**src/rtl/cursor_pkg.sv**
```systemverilog
package cursor_pkg;
  // Two-bit cursor pixel code: {plane1 bit, plane0 bit}
  typedef enum logic [1:0] {
    PX_CLEAR  = 2'b00,
    PX_INVERT = 2'b01,
    PX_COL0   = 2'b10,
    PX_COL1   = 2'b11
  } px_code_t;

  localparam int CTL_SEL_X  = 0;
  localparam int CTL_SEL_Y  = 1;
  localparam int CTL_SEL_EN = 2;
endpackage

```
**src/rtl/cursor_regs.sv**
```systemverilog
module cursor_regs import cursor_pkg::*; #(
  parameter int POS_W = 10
) (
  input  logic             clk,
  input  logic             rst,
  input  logic             ctl_wr,
  input  logic [1:0]       ctl_sel,
  input  logic [POS_W-1:0] ctl_data,
  input  logic             vblank,
  output logic [POS_W-1:0] act_x,
  output logic [POS_W-1:0] act_y,
  output logic             act_en
);
  logic [POS_W-1:0] sh_x, sh_y;
  logic             sh_en;
  logic             vb_q;

  always_ff @(posedge clk) begin
    if (rst) begin
      sh_x   <= '0;
      sh_y   <= '0;
      sh_en  <= 1'b0;
      act_x  <= '0;
      act_y  <= '0;
      act_en <= 1'b0;
      vb_q   <= 1'b0;
    end else begin
      vb_q <= vblank;
      if (vblank && !vb_q) begin
        act_x  <= sh_x;
        act_y  <= sh_y;
        act_en <= sh_en;
      end
      if (ctl_wr) begin
        case (ctl_sel)
          2'(CTL_SEL_X):  sh_x  <= ctl_data;
          2'(CTL_SEL_Y):  sh_y  <= ctl_data;
          2'(CTL_SEL_EN): sh_en <= ctl_data[0];
          default: ;
        endcase
      end
    end
  end
endmodule

```
**src/rtl/cursor_plane_ram.sv**
```systemverilog
module cursor_plane_ram #(
  parameter int SIZE  = 16,
  parameter int ROW_W = 4
) (
  input  logic             clk,
  input  logic             we,
  input  logic [ROW_W-1:0] waddr,
  input  logic [SIZE-1:0]  wdata,
  input  logic [ROW_W-1:0] raddr,
  output logic [SIZE-1:0]  rdata
);
  logic [SIZE-1:0] mem [SIZE];

  always_ff @(posedge clk) begin
    if (we) mem[waddr] <= wdata;
    rdata <= mem[raddr];
  end
endmodule

```
**src/rtl/cursor_window.sv**
```systemverilog
module cursor_window #(
  parameter int POS_W = 10,
  parameter int SIZE  = 16,
  localparam int ROW_W = $clog2(SIZE)
) (
  input  logic             en,
  input  logic             pix_valid,
  input  logic [POS_W-1:0] pix_x,
  input  logic [POS_W-1:0] pix_y,
  input  logic [POS_W-1:0] cx,
  input  logic [POS_W-1:0] cy,
  output logic             hit,
  output logic [ROW_W-1:0] row,
  output logic [ROW_W-1:0] col
);
  logic [POS_W:0] dx, dy;
  logic           in_x, in_y;

  always_comb begin
    dx   = {1'b0, pix_x} - {1'b0, cx};
    dy   = {1'b0, pix_y} - {1'b0, cy};
    in_x = (pix_x >= cx) && (dx < (POS_W+1)'(SIZE));
    in_y = (pix_y >= cy) && (dy < (POS_W+1)'(SIZE));
    hit  = en && pix_valid && in_x && in_y;
    row  = dy[ROW_W-1:0];
    col  = dx[ROW_W-1:0];
  end
endmodule

```
**src/rtl/cursor_overlay.sv**
```systemverilog
module cursor_overlay import cursor_pkg::*; #(
  parameter int POS_W   = 10,
  parameter int SIZE    = 16,
  parameter int COLOR_W = 8,
  parameter logic [COLOR_W-1:0] CUR_COLOR0 = 8'hF0,
  parameter logic [COLOR_W-1:0] CUR_COLOR1 = 8'hF1
) (
  input  logic                     clk,
  input  logic                     rst,
  input  logic                     reg_wr,
  input  logic [$clog2(SIZE)+1:0]  reg_addr,
  input  logic [SIZE-1:0]          reg_wdata,
  input  logic                     vblank,
  input  logic                     pix_valid,
  input  logic [POS_W-1:0]         pix_x,
  input  logic [POS_W-1:0]         pix_y,
  input  logic [COLOR_W-1:0]       bg_idx,
  output logic                     out_valid,
  output logic [COLOR_W-1:0]       out_idx
);
  localparam int ROW_W  = $clog2(SIZE);
  localparam int ADDR_W = ROW_W + 2;

  logic [POS_W-1:0] act_x, act_y;
  logic             act_en;
  logic             win_hit;
  logic [ROW_W-1:0] win_row, win_col;
  logic [SIZE-1:0]  plane_row [2];

  // stage 1 registers
  logic               s1_valid, s1_hit;
  logic [ROW_W-1:0]   s1_col;
  logic [COLOR_W-1:0] s1_bg;

  logic [ROW_W-1:0]   bitpos;
  px_code_t           code;

  cursor_regs #(.POS_W(POS_W)) u_regs (
    .clk     (clk),
    .rst     (rst),
    .ctl_wr  (reg_wr && reg_addr[ADDR_W-1]),
    .ctl_sel (reg_addr[1:0]),
    .ctl_data(reg_wdata[POS_W-1:0]),
    .vblank  (vblank),
    .act_x   (act_x),
    .act_y   (act_y),
    .act_en  (act_en)
  );

  cursor_window #(.POS_W(POS_W), .SIZE(SIZE)) u_win (
    .en       (act_en),
    .pix_valid(pix_valid),
    .pix_x    (pix_x),
    .pix_y    (pix_y),
    .cx       (act_x),
    .cy       (act_y),
    .hit      (win_hit),
    .row      (win_row),
    .col      (win_col)
  );

  for (genvar p = 0; p < 2; p++) begin : g_plane
    cursor_plane_ram #(.SIZE(SIZE), .ROW_W(ROW_W)) u_ram (
      .clk  (clk),
      .we   (reg_wr && !reg_addr[ADDR_W-1] && (reg_addr[ROW_W] == 1'(p))),
      .waddr(reg_addr[ROW_W-1:0]),
      .wdata(reg_wdata),
      .raddr(win_row),
      .rdata(plane_row[p])
    );
  end

  always_ff @(posedge clk) begin
    if (rst) begin
      s1_valid <= 1'b0;
      s1_hit   <= 1'b0;
      s1_col   <= '0;
      s1_bg    <= '0;
    end else begin
      s1_valid <= pix_valid;
      s1_hit   <= win_hit;
      s1_col   <= win_col;
      s1_bg    <= bg_idx;
    end
  end

  always_comb begin
    bitpos = ROW_W'(SIZE-1) - s1_col;
    code   = px_code_t'({plane_row[1][bitpos], plane_row[0][bitpos]});
  end

  always_ff @(posedge clk) begin
    if (rst) begin
      out_valid <= 1'b0;
      out_idx   <= '0;
    end else begin
      out_valid <= s1_valid;
      if (!s1_valid)    out_idx <= '0;
      else if (!s1_hit) out_idx <= s1_bg;
      else begin
        case (code)
          PX_CLEAR:  out_idx <= s1_bg;
          PX_INVERT: out_idx <= ~s1_bg;
          PX_COL0:   out_idx <= CUR_COLOR0;
          default:   out_idx <= CUR_COLOR1;
        endcase
      end
    end
  end
endmodule

```
**config.mk**
```make
export PLATFORM = sky130hd
export DESIGN_NAME = cursor_overlay
export DESIGN_NICKNAME = d
export VERILOG_FILES = /design/src/rtl/cursor_pkg.sv /design/src/rtl/cursor_regs.sv /design/src/rtl/cursor_plane_ram.sv /design/src/rtl/cursor_window.sv /design/src/rtl/cursor_overlay.sv
export SDC_FILE = /design/constraint.sdc
export NUM_CORES = 1
export LEC_CHECK = 0
export CAP_MARGIN = 0
export CORE_MARGIN = 3
export CORE_UTILIZATION = 25
export CTS_BUF_LIST = sky130_fd_sc_hd__clkbuf_2 sky130_fd_sc_hd__clkbuf_4 sky130_fd_sc_hd__clkbuf_8
export CTS_CLUSTER_DIAMETER = 60
export DETAILED_ROUTE_END_ITERATION = 8
export PLACE_DENSITY = 0.47
export SLEW_MARGIN = 5
export SYNTH_ARGS = -nofsm -noshare
export SYNTH_HDL_FRONTEND = slang
export SYNTH_SLANG_ARGS = --single-unit
```
**constraint.sdc**
```tcl
create_clock -name clk -period 4.03 [get_ports clk]
set_input_delay 1.209 -clock clk [delete_from_list [all_inputs] [get_ports clk]]
set_output_delay 1.209 -clock clk [all_outputs]
set_load 0.02 [all_outputs]
```
Yosys cells after proc, flatten, opt, wreduce, memory -nomap -nowiden
Memory sizes are Yosys's and may differ from the RTL's. A register that Yosys moved wholly into a read port is not among the register bits.
Index checks and enable logic that the tools add are counted.
{ "totals": {"regBits": 66, "ramBits": 512, "input_bits": 55, "out_inout_bits": 9, "elab_cells": 58, "memories": 2} }
{ "classes": {"n_addsub": 3, "magnitude_cmp": 5, "n_eq_ne": 4, "n_mux": 10, "n_bitwise": 3, "reduce_logical": 18} }
{ "memory_table": {"columns": ["name", "words", "width", "read_ports", "rd_clocked_by_memory_dff", "wr", "line", "text"], "rows": [
  ["g_plane[0].u_ram.mem", 16, 16, 1, 1, 1, "cursor_plane_ram.sv:12", "logic [SIZE-1:0] mem [SIZE];"],
  ["g_plane[1].u_ram.mem", 16, 16, 1, 1, 1, "cursor_plane_ram.sv:12", null]
]} }
{ "op_table": {"columns": ["op", "count"], "rows": [
  ["8-bit one-hot mux with 3 select lines", 1],
  ["11-bit by 5-bit less-than comparator with 1-bit output, second input constant", 2],
  ["10-bit by 10-bit subtractor with 11-bit output", 2],
  ["10-bit >= comparator", 2],
  ["1-bit logical AND", 10],
  ["1-bit binary-select mux with 4-bit select", 2],
  ["8-bit 2-to-1 mux", 1],
  ["8-bit inverter", 1],
  ["1-bit 2-to-1 mux", 6],
  ["2-bit AND reduction", 3],
  ["4-bit by 5-bit less-than comparator with 1-bit output, second input constant", 1],
  ["2-bit by 1-bit == test with 1-bit output, second input constant", 2],
  ["2-bit == test, second input constant", 2],
  ["2-bit zero test", 2],
  ["4-bit subtractor, first input constant", 1],
  ["1-bit zero test", 2],
  ["1-bit inverter", 2],
  ["2-bit OR reduction", 1]
]} }

Logic depth before layout (Yosys ltp)
Gate-level depths: netlist (run 1).
{ "logic_depth": {"depth_word": 6, "depth_mapped": 9, "mapped_depth_nobuf": 9} }

Hierarchy
Synthesis (run 1) repeated with hierarchy kept, for this count alone.
{ "unflattened": {"hier_cells": 1306, "hier_area_um2": 23762.8} }
{ "by_module_without_submodules": {"columns": ["mod", "n_inst", "cells_per_inst", "area_each_um2", "seq_area_each_um2"], "rows": [
  ["cursor_plane_ram", 2, 432, 10043.4, 8007.7],
  ["cursor_regs", 1, 187, 1511.4, 860.8],
  ["cursor_window", 1, 162, 1088.5, 0.0],
  ["cursor_overlay", 1, 93, 1076.0, 460.4]
]} }

Worst setup path after synthesis (run 1)
No wires, ideal clock.
{ "synth_path": {"kind": "input-to-reg", "start": "input pix_y[0]", "end": "register g_plane[0].u_ram.rdata[10] (read register of g_plane[0].u_ram.mem)", "setup_ps": 134, "arrival_ps": 3418, "t_required_ps": 3896, "slack_ps": 478, "stages": 7, "n_path_buf": 2, "path_cell_list": "inv_1 ha_1 fa_1 clkbuf_1 clkbuf_1 mux4_2 mux4_2"} }
{ "synth_between": {"elab_chain_len": 1} }
{ "synth_rtl": {"columns": ["element", "line", "text"], "rows": [
  ["start: declaration", "cursor_overlay.sv:16", "input logic [POS_W-1:0] pix_y,"],
  ["10-bit by 10-bit subtractor with 11-bit output", "cursor_window.sv:21", "dy = {1'b0, pix_y} - {1'b0, cy};"],
  ["end: declaration", "cursor_plane_ram.sv:10", "output logic [SIZE-1:0] rdata"]
]} }
No other way between the ends.
A chain may end at the register's enable or synchronous reset.

Final worst setup path (run 1)
{ "layout_path": {"start": "input pix_y[0]", "end": "register g_plane[0].u_ram.rdata[11] (read register of g_plane[0].u_ram.mem)"} }
Same word-level chain as after synthesis.

==> key figures, run 1 <==
Place
  – Hpwl dp: 35.26 mm
  – Port Buffers: 63
  – Placed insts: 2550
  – GP Congestion: 0.7211

CTS
  – TritonCTS clock tree: built
  – Clk sinks: 610
  – Clk slew on worst S/H paths: 0.06 ns
  – CTS Hold Bufs: 0
  – CTS H-tree depth: 3
  – Cts bufs inserted: 103
  – Setup bufs post-CTS: 0
  – Clock Path Buffers: 3
  – Clk Latency, worst-skew pair: 0.68 ns
  – Root buffer cell: clkbuf_8
  – Post-CTS sizing: 0

Die
  – Die width: 312.2 µm
  – Die area: 0.09748 mm²
  – I/O pins: 64
  – Die Y: 312.2 µm
  – Initial Util: 25.38%
  – Core Footprint: 0.09236 mm²
  – Std-Cell Rows: 111

Pwr
  – Clock power frac: 43.2%
  – Worst vdd ir: 0.2250 mV
  – Net switching share of the total power: 21.37%
  – Seq pwr share: 50.6%
  – Int Power: 10.87 mW
  – P_leak: 9.153 nW
  – Switch Pwr: 2.954 mW
  – Cell Pwr Density: 481.0 mW/mm²
  – Comb power frac: 6.2%

Routing
  – Mean number of vias per cell: 4.381
  – DR WL/cell: 21.64 µm
  – Residual DRC count: 0
  – Initial drt markers: 1154
  – DRT Pass-1 Iters: 5
  – DRT Wirelength: 59.41 mm
  – Via Count: 12030
  – Post-route ant nets: 0

Logic synthesis
  – Synth Net Count: 1287
  – Async SR Flop Fraction: 0%
  – Post-synth EDFFs: 512
  – Netlist cell types: 52
  – Synthesized instance count: 1210
  – Seq cells post-synth: 610
  – Top FF cell, synth: edfxtp_1
  – Synthesized area: 0.02344 mm²
  – Sequential share of the synthesized area: 73.95%
  – Ys Warns: 0
  – Mean Syn Cell Area: 19.37 µm²

STA
  – Fin. Hold Viols: 0
  – Tmin final: 3.378 ns
  – Setup violations, final: 0
  – Relative slew slack: 25.11%
  – Setup tns final: 0 ns
  – RSZ-0062 raised after global routing: no
  – Max frequency: 296.0 MHz
  – Final Cycle Share: 83.83%
  – Slew Viols, Final: 0
  – Hold_ws: 0.4382 ns
  – Clk_skew: 0.02232 ns
  – Worst-Margin Slew: 1.120 ns

Setup path
  – FF-to-FF End: out_idx[4]
  – Setup CP Type: input port to flop
  – R2R cell count: 6
  – CP arrival: 3.92 ns
  – Reg-to-reg slack, setup: 1.28 ns
  – Worst EP required: 4.57 ns
  – Max FO, Critical Path: 16
  – RR Startpoint: s1_col[0]
  – Endpoint type of the worst setup path: flop
  – CP startpoint kind: input port

Run
  – Maxcap violations: 0

Global route
  – Initial antenna violation count: 3
  – Global route total overflow: 0
  – Largest net degree at the start of global routing: 57
  – GRT Total Usage: 12.22%
  – Global-route wire length before repair: 87.18 mm
  – Vias in the first global route: 12750

Final layout
  – Non-Filler Instances: 2745
  – NumNets Final: 1489
  – Synth-to-Final Area Change: 22.61%
  – Share of cells above drive strength 1: 32.13%
  – Final core utilization: 31.12%

Min path
  – Hold path depth: 1
  – Hold Path End: out_idx[7]
  – Hold Path Class: flop to flop
  – Hold Crit Start: s1_bg[7]

Outcome
  – Status: finished clean
how the worst max path moves through the flow:
stage | start | to | slack (ns)
2_1_floorplan | pix_y[0] | g_plane[0].u_ram.rdata[10] | 0.48
3_3_place_gp | pix_y[0] | g_plane[1].u_ram.rdata[3] | -0.1
3_5_place_dp | pix_y[0] | g_plane[1].u_ram.rdata[2] | -0.06
4_1_cts | pix_y[0] | g_plane[0].u_ram.rdata[11] | 0.68
5_1_grt | pix_y[0] | g_plane[1].u_ram.rdata[2] | 0.63
6_report | pix_y[0] | g_plane[0].u_ram.rdata[11] | 0.65
power groups by stage:
stage / logic [mW] / clock network [mW] / registers (mW)
6_report: 0.856 / 5.97 / 7.00
5_1_grt: 0.928 / 6.44 / 7.01
4_1_cts: 0.876 / 6.14 / 7.00
3_5_place_dp: 0.873 / 0 / 7.14
3_3_place_gp: 0.862 / 0 / 7.14
2_1_floorplan: 0.492 / 0 / 7.09
per-stage QoR:
step	setup slack (ns)	cell area, µm²	power (mW)
2_1_floorplan	0.4778	23440	7.583
3_3_place_gp	-0.09928	26450	7.997
3_5_place_dp	-0.05641	26450	8.008
4_1_cts	0.6829	28740	14.02
5_1_grt	0.6330	28740	14.38
6_report	0.6515	28750	13.83
synth_stat cells, drive strengths merged, types with 2 or more instances:
master | count | area, µm²
nor2b | 19 | 118.9
nand2 | 96 | 360.4
a2bb2oi | 2 | 17.52
o21a | 5 | 37.54
a21oi | 57 | 285.3
xnor2 | 4 | 35.03
and2b | 2 | 15.01
mux4 | 167 | 3761
buf | 18 | 96.34
ha | 20 | 250.2
a31oi | 3 | 18.77
a21o | 5 | 37.54
a211o | 2 | 17.52
o21ai | 15 | 75.07
edfxtp | 512 | 15370
dfxtp | 98 | 1962
clkbuf | 35 | 131.4
nand2b | 9 | 56.30
fa | 2 | 40.04
mux2i | 6 | 60.06
a211oi | 10 | 75.07
o2111ai | 2 | 17.52
nor2 | 57 | 219.0
o32ai | 2 | 17.52
a221oi | 4 | 41.29
nand3 | 5 | 25.02
inv | 28 | 105.1
and3b | 2 | 17.52
or2 | 3 | 18.77
xor2 | 2 | 17.52
per-layer routing:
layer	track usage (%)	part of all wire, %	vias to the layer above
met3	2.473	5.7	95
li1	-	-	5295
met2	20.02	48	347
met1	16.22	44	6286
met5	0	0.022	-
met4	4.119	2.2	2
logic make-up after synthesis:
logic type / synth area share [%]
and+or+nand+nor: 3.928
AOI/OAI and AO/OA: 2.941
xor gates and xnor gates: 0.2242
buffers and inverters: 1.420
adders and majority gates: 1.238
DFF: 73.95
muxes: 16.30
cell type report:
cell class | count | area [µm²]
Fill cell | 8954 | 63610
Sequential cell | 610 | 17340
Multi-Input combinational cell | 519 | 5889
Clock buffer | 165 | 1996
Timing Repair Buffer | 150 | 1567
Tap cell | 1243 | 1555
Clock inverter | 28 | 291.5
Inverter | 28 | 105.1
Antenna cell | 2 | 5.005
placed cells by master (no fill, tap or decap), types with 3 or more instances in the layout:
cell,synthesis,final
a211oi_1,10,10
a21o_1,5,5
a21oi_1,57,57
a221oi_1,3,3
a31oi_1,3,3
buf_12,0,23
buf_4,0,64
bufinv_16,0,6
clkbuf_4,0,44
clkbuf_8,0,121
clkdlybuf4s50_1,0,62
clkinv_1,0,10
clkinv_2,0,7
clkinvlp_4,0,4
dfxtp_1,98,98
edfxtp_1,512,512
ha_1,20,19
inv_1,28,28
mux2i_1,6,6
mux4_2,167,167
nand2_1,96,96
nand2b_1,9,9
nand3_1,5,5
nor2_1,55,23
nor2_2,2,34
nor2b_1,19,19
o21a_1,5,5
o21ai_0,12,12
o21ai_1,3,3
or2_2,3,3
flip-flops by register name, indices dropped and copies added (netlist names), 4 cells and up:
signal and cells:
out_idx 8, s1_col 4, s1_bg 8, u_regs.act_y 10
u_regs.sh_y 10, g_plane.u_ram.mem 512, g_plane.u_ram.rdata 32, u_regs.act_x 10
u_regs.sh_x 10
critical path, cell delays in order:
cell,delay [ns]
clkdlybuf4s50_1,0.47
inv_1,0.08
ha_4,0.17
fa_4,0.82
buf_12,0.16
buf_12,0.17
mux4_2,0.33
mux4_2,0.47
(Power assumes the default switching activity.)
==> run 2: changes to the inputs <==
--- a/config.mk
+++ b/config.mk
@@ -11,7 +11,7 @@
 export CTS_BUF_LIST = sky130_fd_sc_hd__clkbuf_2 sky130_fd_sc_hd__clkbuf_4 sky130_fd_sc_hd__clkbuf_8
 export CTS_CLUSTER_DIAMETER = 60
 export DETAILED_ROUTE_END_ITERATION = 8
-export PLACE_DENSITY = 0.47
+export PLACE_DENSITY = 0.48
 export SLEW_MARGIN = 5
 export SYNTH_ARGS = -nofsm -noshare
 export SYNTH_HDL_FRONTEND = slang
==> constraint.sdc (replaced) <==
create_clock -name clk -period 2.8 [get_ports clk]
set_input_delay 0.84 -clock clk [delete_from_list [all_inputs] [get_ports clk]]
set_output_delay 0.84 -clock clk [all_outputs]
set_load 0.02 [all_outputs]
==> run 2 against run 1 <==
  * Register-to-register slack worse by 1.2 ns
  * Final area up 2.7%
  * Final cell count grew 2.2%
  * Combinational power increased by 66%
  * Hold slack got worse by 0.0014 ns
  * Via count increased by 1.7%
  * Die area stayed put
  * Global-route usage is 0.21 points lower
  * First-iteration DRC count is 22% lower
==> key figures, run 2 (synthesized netlist as in run 1, its figures left out) <==
Final layout
  – Most common cell after layout, fill and taps aside: edfxtp_1
  – Commonest non-fill, non-tap cells in the layout: 512 x edfxtp_1, 167 x mux4_2, 112 x buf_4
  – Synth-to-Final Area Change: 25.89%
  – NumNets Final: 1561 (+4.8%)
  – Top Registers: g_plane.u_ram.mem x512, g_plane.u_ram.rdata x32
  – Share of cells above drive strength 1: 35.43% (+3.3 points)
  – Biggest register: g_plane.u_ram.mem
  – Final core utilization: 31.96% (+0.83 points)
  – Number of flip-flops in the largest register: 512 (unchanged)
  – Fin area: 0.02951 mm² (+2.7%)
  – Non-Filler Instances: 2805 (+2.2%)

STA
  – Setup violations, final: 0 (unchanged)
  – Max frequency: 360.3 MHz
  – Worst-Margin Slew: 0.5581 ns (-0.5618 ns)
  – Setup tns final: 0 ns (unchanged)
  – Final Cycle Share: 99.12%
  – Worst Setup Slack, final: 0.02476 ns (-0.6268 ns)
  – Tmin final: 2.775 ns
  – Fin. Hold Viols: 0 (unchanged)
  – Clk_skew: 0.03637 ns (+0.01404 ns)
  – Relative slew slack: 62.79% (+38 points)
  – Slew Viols, Final: 0 (unchanged)

CTS
  – Root buffer cell: clkbuf_8
  – CTS H-tree depth: 3 (unchanged)
  – Cts bufs inserted: 95 (-7.8%)
  – TritonCTS clock tree: built
  – Clock Path Buffers: 3 (unchanged)
  – Clk Latency, worst-skew pair: 0.69 ns (about the same)
  – Clk slew on worst S/H paths: 0.06 ns (about the same)
  – Clk sinks: 610 (unchanged)

Outcome
  – Status: finished clean

Place
  – GP Congestion: 0.7392 (+2.5%)
  – DP Area: 0.02727 mm² (+3.1%)
  – Placed insts: 2619 (+2.7%)
  – Hpwl dp: 36.24 mm (+2.8%)
  – Dpl ws: -0.9969 ns (-0.9405 ns)
  – Port Buffers: 63 (unchanged)

Pwr
  – P_leak: 9.569 nW (+4.5%)
  – Comb power frac: 7.4% (+1.2 points)
  – Net switching share of the total power: 21.73% (+0.37 points)
  – Switch Pwr: 4.172 mW (+41%)
  – Int Power: 15.02 mW (+38%)
  – Cell Pwr Density: 650.4 mW/mm² (+35%)
  – Seq pwr share: 52.3% (+1.7 points)
  – Clock power frac: 40.3% (-2.9 points)
  – Worst vdd ir: 0.3521 mV (+57%)

Routing
  – DRT Pass-1 Iters: 5 (unchanged)
  – Initial drt markers: 904 (-22%)
  – Post-route ant nets: 0 (unchanged)
  – DRT Wirelength: 58.67 mm (-1.2%)
  – Residual DRC count: 0 (unchanged)
  – Via Count: 12230 (+1.7%)
  – DR WL/cell: 20.92 µm (-3.4%)
  – Mean number of vias per cell: 4.359 (-0.49%)

Setup path
  – Setup CP Type: input port to flop
  – Endpoint type of the worst setup path: flop
  – Worst EP required: 3.36 ns (-1.21 ns)
  – CP arrival: 3.34 ns (-0.58 ns)
  – R2R cell count: 8 (+2)
  – FF-to-FF End: g_plane[1].u_ram.rdata[7]
  – Max FO, Critical Path: 11 (-5)
  – Reg-to-reg slack, setup: 0.08 ns (-1.20 ns)
  – CP startpoint kind: input port
  – RR Startpoint: u_regs.act_y[0]

Global route
  – Global-route layer with the greatest usage: met2
  – Global route total overflow: 0 (unchanged)
  – GRT Total Usage: 12.01% (-0.21 points)
  – Global-route wire length before repair: 86.68 mm (-0.57%)
  – Largest net degree at the start of global routing: 57 (unchanged)
  – M3 GR Usage: 2.075% (-0.40 points)
  – Vias in the first global route: 12790 (+0.29%)
  – Global routing met1 resource utilization: 16.48% (+0.25 points)
  – Initial antenna violation count: 1 (-2)
  – GR Util met2: 19.73% (-0.29 points)

Die
  – I/O pins: 64 (unchanged)
  – Die area: 0.09748 mm² (unchanged)
  – Std-Cell Rows: 111 (unchanged)
  – Die width: 312.2 µm (unchanged)
  – Core Footprint: 0.09236 mm² (unchanged)
  – Die Y: 312.2 µm (unchanged)
  – Initial Util: 25.38% (unchanged)

Min path
  – Hold Path Class: flop to flop
  – Hold Path End: out_idx[1]
  – Hold Crit Start: s1_bg[1]
  – Hold path depth: 1 (unchanged)

Run
  – Maxcap violations: 0 (unchanged)
run 2: worst max-delay path, cell delays in order:
cell           delay [ns]
dlygate4sd2_1        0.25
inv_1                0.08
fa_4                 0.87
buf_4                0.13
buf_12               0.10
buf_16               0.13
buf_16               0.15
mux4_2               0.30
mux4_2               0.47
run 2: area by class of cell:
| class | instances | area (µm²) |
|---|---|---|
| Fill cell | 8885 | 62840 |
| Sequential cell | 610 | 17340 |
| Multi-Input combinational cell | 519 | 5889 |
| Timing Repair Buffer | 230 | 2623 |
| Clock buffer | 162 | 1873 |
| Tap cell | 1243 | 1555 |
| Clock inverter | 12 | 128.9 |
| Inverter | 28 | 105.1 |
| Antenna cell | 1 | 2.502 |
run 2: what timing repair did:
item	CTS	global route
hold buffers	0	0
buffers inserted	5	2
setup endpoints to repair	32	8
resized for setup	9	2
gates cloned	4	0
pin swaps	1	0
run 2: worst max-delay path by stage:
stage / from / endpoint / slack, ns / depth (start not counted)
4_1_cts: pix_y[0] / g_plane[1].u_ram.rdata[3] / 0.02 / 9
6_report: pix_y[1] / g_plane[1].u_ram.rdata[7] / 0.02 / 9
3_3_place_gp: pix_y[0] / g_plane[0].u_ram.rdata[2] / -1.02 / 8
3_5_place_dp: pix_y[0] / g_plane[0].u_ram.rdata[6] / -1.0 / 8
2_1_floorplan: pix_y[0] / g_plane[0].u_ram.rdata[0] / 0.007 / 7
5_1_grt: pix_y[1] / g_plane[1].u_ram.rdata[5] / -0.0008 / 8
run 2: power groups by stage:
stage	Sequential, mW	Clock, mW	Combinational, mW
4_1_cts	10.1	7.98	1.44
2_1_floorplan	10.2	0	0.736
3_5_place_dp	10.2	0	1.39
3_3_place_gp	10.2	0	1.37
5_1_grt	10.1	8.39	1.53
6_report	10.0	7.73	1.42
run 2: routing by layer:
| metal | vias to the layer above | wire (µm) |
|---|---|---|
| met4 | 0 | 991 |
| met1 | 6418 | 27040 |
| met3 | 86 | 2355 |
| met5 | - | 0 |
| li1 | 5435 | - |
| met2 | 289 | 28280 |
run 2: stage by stage:
step | hold slack, ns | total power [mW]
finish | 0.4368 | 19.19
global route | 0.4410 | 19.97
CTS | 0.4114 | 19.48
detailed placement | 0.4237 | 11.63
global placement | 0.4113 | 11.61
floorplan | 0.4065 | 10.94
==> run 3: changes to the inputs <==
--- a/config.mk
+++ b/config.mk
@@ -11,6 +11,7 @@
 export CTS_BUF_LIST = sky130_fd_sc_hd__clkbuf_2 sky130_fd_sc_hd__clkbuf_4 sky130_fd_sc_hd__clkbuf_8
 export CTS_CLUSTER_DIAMETER = 60
 export DETAILED_ROUTE_END_ITERATION = 8
+export DONT_BUFFER_PORTS = 1
 export PLACE_DENSITY = 0.48
 export SLEW_MARGIN = 5
 export SYNTH_ARGS = -nofsm -noshare
==> run 3 against run 2 <==
  * Clock-buffer cell count fell by 28
  * Die area did not move
  * Clock power fell by 3%
  * Power fell by 2.9%
  * Largest power group unchanged
  * Maximum frequency rose by 1.9%
  * Combinational power fell by 25%
  * Critical path depth fell by 3
  * Core utilization fell by 1.5 points
  * Sequential cell count did not move
  * Sequential power barely moved
  * Sequential share of layout area rose by 2.9 points
  * Register-to-register slack barely moved
==> key figures, run 3 (synthesized netlist as in run 1, its figures left out) <==
CTS
  – Setup bufs post-CTS: 0 (-5)
  – TritonCTS clock tree: built
  – Post-CTS sizing: 0 (-9)
  – CTS H-tree depth: 3 (unchanged)
  – Clk Latency, worst-skew pair: 0.71 ns (+0.02 ns)
  – Clk sinks: 610 (unchanged)
  – Clk slew on worst S/H paths: 0.07 ns (about the same)
  – Cts bufs inserted: 97 (+2.1%)
  – CTS Hold Bufs: 0 (unchanged)
  – Clock Path Buffers: 3 (unchanged)
  – Root buffer cell: clkbuf_8

STA
  – Worst Setup Slack, final: 0.07522 ns (+0.05046 ns)
  – Final Cycle Share: 97.31% (-1.8 points)
  – Worst-Margin Slew: 0.9115 ns (+0.3534 ns)
  – RSZ-0062 raised after global routing: no
  – Clk_skew: 0.03969 ns (+0.003318 ns)
  – Fin. Hold Viols: 0 (unchanged)
  – Setup violations, final: 0 (unchanged)
  – Slew Viols, Final: 0 (unchanged)
  – Relative slew slack: 39.23% (-24 points)
  – Hold_ws: 0.2292 ns (-0.2076 ns)
  – Tmin final: 2.725 ns (-0.05046 ns)
  – Max frequency: 367.0 MHz (+1.9%)

Routing
  – Post-route ant nets: 0 (unchanged)
  – Via Count: 11660 (-4.7%)
  – DRT Pass-1 Iters: 4 (-1)
  – Mean number of vias per cell: 4.363 (about the same)
  – Residual DRC count: 0 (unchanged)
  – DR WL/cell: 21.52 µm (+2.9%)
  – Initial drt markers: 820 (-9.3%)
  – DRT Wirelength: 57.51 mm (-2.0%)

Die
  – Initial Util: 25.38% (unchanged)
  – Std-Cell Rows: 111 (unchanged)
  – Die area: 0.09748 mm² (unchanged)
  – I/O pins: 64 (unchanged)
  – Core Footprint: 0.09236 mm² (unchanged)
  – Die Y: 312.2 µm (unchanged)
  – Die width: 312.2 µm (unchanged)

Pwr
  – P_leak: 8.874 nW (-7.3%)
  – Cell Pwr Density: 662.4 mW/mm² (+1.9%)
  – Worst vdd ir: 0.3081 mV (-13%)

Place
  – Dpl ws: -0.4267 ns (+0.5702 ns)
  – Hpwl dp: 35.68 mm (-1.5%)
  – Port Buffers: 0 (-100%)
  – GP Congestion: 0.7559 (+2.3%)

Global route
  – GRT Total Usage: 11.75% (-0.27 points)
  – M3 GR Usage: 2.957% (+0.88 points)
  – Vias in the first global route: 12190 (-4.7%)
  – Global-route layer with the greatest usage: met2
  – Initial antenna violation count: 1 (unchanged)
  – Global routing met1 resource utilization: 15.41% (-1.1 points)
  – GR Util met2: 19.13% (-0.60 points)
  – Global-route wire length before repair: 84.24 mm (-2.8%)
  – Largest net degree at the start of global routing: 58 (+1.8%)
  – Global route total overflow: 0 (unchanged)

Final layout
  – Final core utilization: 30.47% (-1.5 points)
  – Number of flip-flops in the largest register: 512 (unchanged)
  – Sequential cell area: 0.01734 mm² (unchanged)
  – Multi-input gate area: 0.005889 mm² (unchanged)
  – Biggest register: g_plane.u_ram.mem
  – NumNets Final: 1438 (-7.9%)
  – Share of cells above drive strength 1: 32.77% (-2.7 points)
  – Synth-to-Final Area Change: 20.05%
  – Commonest non-fill, non-tap cells in the layout: 512 x edfxtp_1, 167 x mux4_2, 105 x clkbuf_8
  – Filler cells: 8957 (+0.81%)
  – Most common cell after layout, fill and taps aside: edfxtp_1
  – Top Registers: g_plane.u_ram.mem x512, g_plane.u_ram.rdata x32

Min path
  – Hold Path Class: input port to flop

Setup path
  – Max FO, Critical Path: 11 (unchanged)
  – CP arrival: 3.28 ns (-0.06 ns)
  – Setup CP Type: flop to flop
  – Endpoint type of the worst setup path: flop
  – CP startpoint kind: flop
  – Worst EP required: 3.35 ns (about the same)

Run
  – Maxcap violations: 0 (unchanged)

Outcome
  – Status: finished clean
run 3: cell types whose count changed in the layout (fill, tap and decap cells not counted), moves of 2 or more:
| cell | delta |
|---|---|
| buf_12 | -2 |
| buf_16 | -7 |
| buf_4 | -51 |
| clkbuf_4 | -28 |
| clkdlybuf4s50_1 | -60 |
| clkinv_1 | +14 |
| clkinv_2 | +4 |
run 3: path summary, 6_finish.rpt:
path                        start                      endpoint  slack, ns  cells after the start
setup / recovery  u_regs.act_y[0]     g_plane[0].u_ram.rdata[2]       0.08                      6
hold / removal      reg_wdata[15]  g_plane[1].u_ram.mem[13][15]       0.23                      0
setup reg to reg  u_regs.act_y[0]     g_plane[0].u_ram.rdata[2]       0.08                      6
hold reg to reg          s1_bg[3]                    out_idx[3]       0.43                      1
run 3: power breakdown:
| part | total (mW) | switching [mW] | internal, mW | leakage (nW) |
|---|---|---|---|---|
| combinational | 1.06 | 0.501 | 0.561 | 2.45 |
| clock | 7.53 | 3.49 | 4.04 | 1.01 |
| sequential | 10.1 | 0.0700 | 9.98 | 5.41 |
run 3: through the flow:
stage / TNS [ns] / std cells / power [mW] / area, µm²
6_report: 0 / 2672 / 18.64 / 28140
3_5_place_dp: -12.76 / 2505 / 11.33 / 26230
4_1_cts: 0 / 2671 / 18.93 / 28140
5_1_grt: 0 / 2672 / 19.41 / 28140
2_1_floorplan: 0 / 1210 / 10.94 / 23610
3_3_place_gp: -12.71 / 2505 / 11.32 / 26230
run 3: final cells by class:
type | instances | area share (%)
Antenna cell | 1 | 0.008892
Clock buffer | 134 | 5.908
Clock inverter | 32 | 0.8981
Inverter | 28 | 0.3735
Multi-Input combinational cell | 519 | 20.93
Sequential cell | 610 | 61.60
Tap cell | 1243 | 5.526
Timing Repair Buffer | 105 | 4.757
run 3: per-layer routing:
metal | part of all wire (%) | routed length, µm
met1 | 44 | 25310
met4 | 2.3 | 1341
met3 | 5.5 | 3163
met2 | 48 | 27700
met5 | 0 | 0
run 3: worst max-delay path, stage by stage, from the launching register on:
cell and delay, ns:
dfxtp_1 0.35, ha_4 0.18, fa_4 0.93, buf_12 0.19
buf_4 0.15, mux4_2 0.32, mux4_2 0.47
